File: src/rtl/i2c_eng_pkg.sv
package i2c_eng_pkg;
  localparam int BYTE_W = 8;
  localparam int CNT_W  = 4;

  typedef enum logic [3:0] {
    ST_IDLE, ST_ADDR, ST_ACK_AW, ST_ACK_AR, ST_REG, ST_ACK_B,
    ST_WDATA, ST_TX, ST_RACK, ST_IGNORE
  } eng_state_e;

  // Address byte: bits 7..1 device address, bit 0 R/W.
  function automatic logic addr_hit(logic [BYTE_W-1:0] b, logic [6:0] dev, logic busy);
    return (b[BYTE_W-1:1] == dev) && !busy;
  endfunction

  function automatic logic is_ack_state(eng_state_e s);
    return (s == ST_ACK_AW) || (s == ST_ACK_AR) || (s == ST_ACK_B);
  endfunction
endpackage

File: src/rtl/i2c_line_sync.sv
module i2c_line_sync #(
  parameter int STAGES = 2
) (
  input  logic clk,
  input  logic rst_n,
  input  logic scl_i,
  input  logic sda_i,
  output logic scl_s,
  output logic sda_s,
  output logic scl_rise,
  output logic scl_fall,
  output logic start_ev,
  output logic stop_ev
);
  logic [STAGES-1:0] scl_ff, sda_ff;
  logic scl_d, sda_d;

  generate
    if (STAGES == 1) begin : g_one
      always_ff @(posedge clk or negedge rst_n)
        if (!rst_n) begin scl_ff <= '1; sda_ff <= '1; end
        else begin scl_ff <= scl_i; sda_ff <= sda_i; end
    end else begin : g_chain
      always_ff @(posedge clk or negedge rst_n)
        if (!rst_n) begin scl_ff <= '1; sda_ff <= '1; end
        else begin
          scl_ff <= {scl_ff[STAGES-2:0], scl_i};
          sda_ff <= {sda_ff[STAGES-2:0], sda_i};
        end
    end
  endgenerate

  always_ff @(posedge clk or negedge rst_n)
    if (!rst_n) begin scl_d <= 1'b1; sda_d <= 1'b1; end
    else begin scl_d <= scl_s; sda_d <= sda_s; end

  assign scl_s    = scl_ff[STAGES-1];
  assign sda_s    = sda_ff[STAGES-1];
  assign scl_rise = scl_s & ~scl_d;
  assign scl_fall = ~scl_s & scl_d;
  assign start_ev = scl_s & scl_d & sda_d & ~sda_s;
  assign stop_ev  = scl_s & scl_d & ~sda_d & sda_s;
endmodule

File: src/rtl/i2c_tx_shift.sv
module i2c_tx_shift #(
  parameter int W = 8
) (
  input  logic         clk,
  input  logic         rst_n,
  input  logic         load,
  input  logic         shift,
  input  logic [W-1:0] din,
  output logic         msb
);
  logic [W-1:0] sr;
  always_ff @(posedge clk or negedge rst_n)
    if (!rst_n)     sr <= '1;
    else if (load)  sr <= din;
    else if (shift) sr <= {sr[W-2:0], 1'b1};
  assign msb = sr[W-1];
endmodule

File: src/rtl/i2c_slave_engine.sv
module i2c_slave_engine
  import i2c_eng_pkg::*;
#(
  parameter logic [6:0] DEV_ADDR    = 7'h50,
  parameter int         SYNC_STAGES = 2
) (
  input  logic              clk,
  input  logic              rst_n,
  input  logic              scl_i,
  input  logic              sda_i,
  output logic              sda_oe,
  input  logic              busy_i,
  input  logic [BYTE_W-1:0] rd_data_i,
  output logic              ptr_load,
  output logic [BYTE_W-1:0] ptr_data,
  output logic              ptr_inc,
  output logic              wbuf_push,
  output logic [BYTE_W-1:0] wbuf_data,
  output logic              wr_launch
);
  localparam logic [CNT_W-1:0] BITS_LAST = CNT_W'(BYTE_W);
  localparam logic [CNT_W-1:0] TX_LAST   = CNT_W'(BYTE_W - 1);

  logic scl_s, sda_s, scl_rise, scl_fall, start_ev, stop_ev;
  eng_state_e       st;
  logic [CNT_W-1:0] cnt;
  logic [BYTE_W-1:0] rx;
  logic mack, wrote, tx_msb;
  logic byte_done, tx_load, tx_shift;

  i2c_line_sync #(.STAGES(SYNC_STAGES)) u_sync (
    .clk(clk), .rst_n(rst_n), .scl_i(scl_i), .sda_i(sda_i),
    .scl_s(scl_s), .sda_s(sda_s), .scl_rise(scl_rise), .scl_fall(scl_fall),
    .start_ev(start_ev), .stop_ev(stop_ev)
  );

  assign byte_done = scl_fall && (cnt == BITS_LAST);
  assign tx_load   = scl_fall && ((st == ST_ACK_AR) || (st == ST_RACK && mack));
  assign tx_shift  = scl_fall && (st == ST_TX);

  i2c_tx_shift #(.W(BYTE_W)) u_tx (
    .clk(clk), .rst_n(rst_n), .load(tx_load), .shift(tx_shift),
    .din(rd_data_i), .msb(tx_msb)
  );

  always_ff @(posedge clk or negedge rst_n) begin
    if (!rst_n) begin
      st <= ST_IDLE; cnt <= '0; rx <= '0; mack <= 1'b0; wrote <= 1'b0;
      ptr_load <= 1'b0; ptr_data <= '0; ptr_inc <= 1'b0;
      wbuf_push <= 1'b0; wbuf_data <= '0; wr_launch <= 1'b0;
    end else begin
      ptr_load <= 1'b0; ptr_inc <= 1'b0; wbuf_push <= 1'b0; wr_launch <= 1'b0;
      if (start_ev) begin
        st <= ST_ADDR; cnt <= '0;
      end else if (stop_ev) begin
        st <= ST_IDLE; wr_launch <= wrote; wrote <= 1'b0;
      end else begin
        case (st)
          ST_ADDR, ST_REG, ST_WDATA: begin
            if (scl_rise) begin
              rx <= {rx[BYTE_W-2:0], sda_s}; cnt <= cnt + 1'b1;
            end else if (byte_done) begin
              cnt <= '0;
              if (st == ST_ADDR) begin
                if (addr_hit(rx, DEV_ADDR, busy_i)) st <= rx[0] ? ST_ACK_AR : ST_ACK_AW;
                else                                st <= ST_IGNORE;
              end else if (st == ST_REG) begin
                ptr_load <= 1'b1; ptr_data <= rx; st <= ST_ACK_B;
              end else begin
                wbuf_push <= 1'b1; wbuf_data <= rx; wrote <= 1'b1; st <= ST_ACK_B;
              end
            end
          end
          ST_ACK_AW: if (scl_fall) st <= ST_REG;
          ST_ACK_B:  if (scl_fall) st <= ST_WDATA;
          ST_ACK_AR: if (scl_fall) begin st <= ST_TX; cnt <= '0; end
          ST_TX: if (scl_fall) begin
            if (cnt == TX_LAST) begin st <= ST_RACK; ptr_inc <= 1'b1; end
            else cnt <= cnt + 1'b1;
          end
          ST_RACK: begin
            if (scl_rise) mack <= ~sda_s;
            else if (scl_fall) begin cnt <= '0; st <= mack ? ST_TX : ST_IGNORE; end
          end
          default: ;
        endcase
      end
    end
  end

  assign sda_oe = is_ack_state(st) || ((st == ST_TX) && !tx_msb);

  // the line drive only moves during the low phase of SCL
  a_r10_oe_low_phase: assert property (@(posedge clk) disable iff (!rst_n)
    !$stable(sda_oe) |-> !scl_s);
  // a busy write sequencer turns a matching address into a refusal
  a_r3_busy_refuse: assert property (@(posedge clk) disable iff (!rst_n)
    (st == ST_ADDR && byte_done && busy_i && !start_ev && !stop_ev) |=> (st == ST_IGNORE));
  // the launch strobe follows a STOP directly
  a_r6_launch_on_stop: assert property (@(posedge clk) disable iff (!rst_n)
    wr_launch |-> $past(stop_ev));
  // strobes are mutually exclusive
  a_r5_one_strobe: assert property (@(posedge clk) disable iff (!rst_n)
    $onehot0({ptr_load, ptr_inc, wbuf_push, wr_launch}));
  // a master no-acknowledge frees the line
  a_r8_nack_release: assert property (@(posedge clk) disable iff (!rst_n)
    (st == ST_RACK && scl_fall && !mack && !start_ev && !stop_ev) |=> !sda_oe);
endmodule

File: config.mk
export PLATFORM = sky130hd
export DESIGN_NAME = i2c_slave_engine
export DESIGN_NICKNAME = d
export VERILOG_FILES = /design/src/rtl/i2c_eng_pkg.sv /design/src/rtl/i2c_line_sync.sv /design/src/rtl/i2c_tx_shift.sv /design/src/rtl/i2c_slave_engine.sv
export SDC_FILE = /design/constraint.sdc
export NUM_CORES = 1
export LEC_CHECK = 0
export ABC_AREA = 1
export BUFFER_PORTS_ARGS = -buffer_cell sky130_fd_sc_hd__buf_2
export CAP_MARGIN = 25
export CORE_MARGIN = 3
export CORE_UTILIZATION = 40
export CTS_CLUSTER_DIAMETER = 60
export CTS_CLUSTER_SIZE = 20
export DETAILED_ROUTE_END_ITERATION = 10
export PLACE_DENSITY = 0.58
export SLEW_MARGIN = 20
export SYNTH_ARGS = -nofsm -noshare
export SYNTH_HDL_FRONTEND = slang
export SYNTH_SLANG_ARGS = --single-unit
File: constraint.sdc
create_clock -name clk -period 1.7 [get_ports clk]
set_input_delay 0.17 -clock clk [delete_from_list [all_inputs] [get_ports clk]]
set_output_delay 0.17 -clock clk [all_outputs]
set_load 0.05 [all_outputs]
==> reports/results.tsv <==
stage	metric	value	unit
synth	yosysUniqueCellTypes	25	
route	vias	2071	
sta	timing_hold_violations_final	0	
place	dp_hpwl	3940	um
critical_path	crit_slowest_cell	dfrtp_2	
min_path	min_to	u_tx.sr[0]$_DFFE_PN1P_	
sta	tightest_slew	427	ps
clock_network	cts_max_path_buffers	2	
clock_network	root_buffer	clkbuf_8	
synth	synth-edff-count	0	
route	detail-route-antenna-nets	0	
clock_network	numCtsBuffers	5	
sta	rsz0062_at_grt	yes	
synth	synthAdderAreaFrac	0.0101	
die	num_io_pins	34	
synth	synth.top_cell.area_share	0.384	
synth	yosys-top-cells-count	nand2_1 (84), dfrtp_1 (38), inv_1 (32), nor2_1 (26), o21ai_0 (22)	
final_layout	nets	370	
global_route	grt_max_degree	22	
critical_path	path_class	reg2out	
sta	max_slew_margin	0.715	
clock_network	htreeDepth	2	
global_route	gr-max-usage-layer	met2	
synth	synth_most_common_cell	nand2_1	
power	power-per-cell-area	1460	nW/um^2
place	buffer_ports.inserted	33	
place	dpl_cell_area	2770	sq um
global_route	grt_util_met2	0.245	
final_layout	area_growth	23.2	%
synth	ys.flop_type	dfrtp_1	
place	gp_congestion	0.853	
critical_path	start_kind	register	
die	start_util	0.416	
die	die_height	84.7	um
final_layout	design_area	3050	sq um
min_path	min_path_cells	3	
sta	fmax	0.603	GHz
clock_network	clk_pin_slew_worst_paths	100	ps
critical_path	reg2reg_from	u_sync.scl_d$_DFF_PN1_	
synth	synth_warnings	0	
sta	drv_slew	0	
route	drc	0	
route	vias_per_cell	4.81	
synth	synth-seq-cells	52	
synth	synth_compound_area_frac	0.110	
die	die_area	7180	sq um
min_path	holdCritStartpoint	rd_data_i[0]	
route	drtPass1Iterations	4	
synth	synth-simple-area-share	0.277	
synth	synth_fp_nets	313	
synth	synth_area_leaders	dfrtp_1 (38%), dfstp_2 (15%), nand2_1 (13%), inv_1 (4.8%), o21ai_0 (4.4%)	
clock_network	cts_tree	yes	
synth	syn_area	2480	sq um
run_status	status	finished, final reports clean	
sta	clock_skew	11.6	ps
synth	yosysTopAreaCell	dfrtp_1	
global_route	grt_pass1_vias	1940	
clock_network	clk_latency	310	ps
global_route	grt_overflow	0	
global_route	grt_pass1_wl	9190	um
min_path	hold_class	in2reg	
critical_path	crit_buf_inv	1	
synth	synth_xor_area_frac	0.00353	
sta	setup_viol	0	
die	die_w	84.7	um
critical_path	worstPathRequired	1530	ps
synth	async_reset_ff_frac	1.00	
synth	synth_mux_area_frac	0	
global_route	use_met3	0.0324	
route	drt_wl_total	5580	um
sta	period_minus_slack	1660	ps
die	rows	28	
critical_path	reg2reg_slack	90	ps
global_route	grt_use_total	0.159	
final_layout	n_antenna_cell	0	
synth	synthCells	298	
route	drt_iter0_drc	106	
power	ir_worst_vdd	571	uV
critical_path	slowest_delay	480	ps
synth	synth_top_family_by_area	simple AND/OR/NAND/NOR gates	
critical_path	path_cells	nor2_4, nand2_4, o211ai_1, buf_4	
sta	fin_crit_sh	0.976	
power	p_leak	1.56	nW
critical_path	critical-path-top-delay-family	flip-flops	
die	core_area	5960	sq um
critical_path	worstSetupEndpointType	output pin	
global_route	met1_usage	0.226	
flow_run	cap_violations	0	
synth	ys_seq_area_frac	0.532	
final_layout	drive_gt1_frac	0.337	
sta	fin_setup_tns	0	ps
clock_network	cts.sinks	52	
critical_path	crit_arrival	1490	ps
critical_path	rr_worst_depth	6	
critical_path	crit_fanout	5	
global_route	antenna_found_initial	0	
synth	avgSynthCellArea	8.32	sq um
critical_path	r2r_end	ptr_data[7]$_DFFE_PN0P_	
route	wire_per_inst	13.0	um
## cell usage in the layout, fill, tap and decap left out, drive strengths merged, types with 3 or more instances in the layout
cell | netlist | routed
a21oi | 6 | 6
buf | 2 | 49
clkbuf | 1 | 6
dfrtp | 38 | 38
dfstp | 14 | 14
dlygate4sd3 | 0 | 3
inv | 41 | 42
nand2 | 97 | 97
nand3 | 16 | 16
nand4 | 2 | 3
nor2 | 33 | 33
o211ai | 8 | 8
o21ai | 34 | 34
## layer usage
layer | part of all wire | wire (um)
met5 | 0 | 0
met4 | 0.012 | 68
met3 | 0.026 | 147
met2 | 0.46 | 2570
met1 | 0.50 | 2790
## cells by family (layout without fill, tap and decap cells)
family          count (synthesis)  after routing
buf+inv                        44            101
flops                          52             52
compound gates                 48             48
simple gates                  151            152
fa+ha+maj                       2              2
xor+xnor                        1              1
## layout make-up
class | instances | area [sq um]
Inverter | 41 | 154
Multi-Input combinational cell | 203 | 1070
Timing Repair Buffer | 52 | 318
Sequential cell | 52 | 1320
Fill cell | 617 | 2900
Tap cell | 75 | 93.8
Clock buffer | 6 | 82.6
Clock inverter | 2 | 13.8
## worst max-delay path by stage
stage                                start                       to  slack, ps  cells past startpoint
floorplan                st[2]$_DFFE_PN0P_                   sda_oe         60                      4
finish                   st[3]$_DFFE_PN0P_                   sda_oe         40                      4
global route             st[1]$_DFFE_PN0P_                   sda_oe        -50                      7
CTS                      st[2]$_DFFE_PN0P_                   sda_oe        -30                      5
global placement    u_sync.scl_d$_DFF_PN1_  ptr_data[7]$_DFFE_PN0P_         10                      7
detailed placement  u_sync.scl_d$_DFF_PN1_  ptr_data[7]$_DFFE_PN0P_        -30                      6
## sequential cells by signal, summed over array words and instances, names as in the netlist, 2 cells and up
| name | count |
|---|---|
| wbuf_data | 8 |
| u_tx.sr | 8 |
| u_sync.sda_ff | 2 |
| ptr_data | 8 |
| cnt | 4 |
| u_sync.scl_ff | 2 |
| rx | 8 |
| st | 4 |
## repair_timing
action                                  4_1_cts  5_1_grt
cloned                                        0        1
pin swaps                                     1        7
resized for setup                             3       20
endpoints found under the setup margin        7       22
buffers inserted                              1        9
endpoints found under the hold margin        11        0
hold buffers                                  3        0
## metrics by stage
step,util,power (W),std cells,worst slack (ps),hold WS (ps)
finish,0.513,0.00447,431,41.4,82.7
global route,0.513,0.00486,431,-47.6,93.8
CTS,0.489,0.00427,421,-26.5,78.0
detailed placement,0.465,0.00347,409,-29.8,140
global placement,0.465,0.00345,409,14.9,137
floorplan,-,0.00307,298,61.3,-126
## worst register-to-register path, cell delays in order, from the launching register on
cell and delay, ps:
dfstp_2 570, nand2_2 130, inv_2 90, nand3_2 130, inv_2 170, nand2_2 210, o21ai_0 240
## report_power, final
part	total (W)	internal (W)	switching (W)	leakage, nW
registers	0.00182	0.00159	0.000223	0.661
logic	0.00191	0.000649	0.00126	0.852
clock network	0.000748	0.000334	0.000414	0.0516
total	0.00447	0.00258	0.00190	1.56
Note: power is estimated with default switching activity, not from simulation.
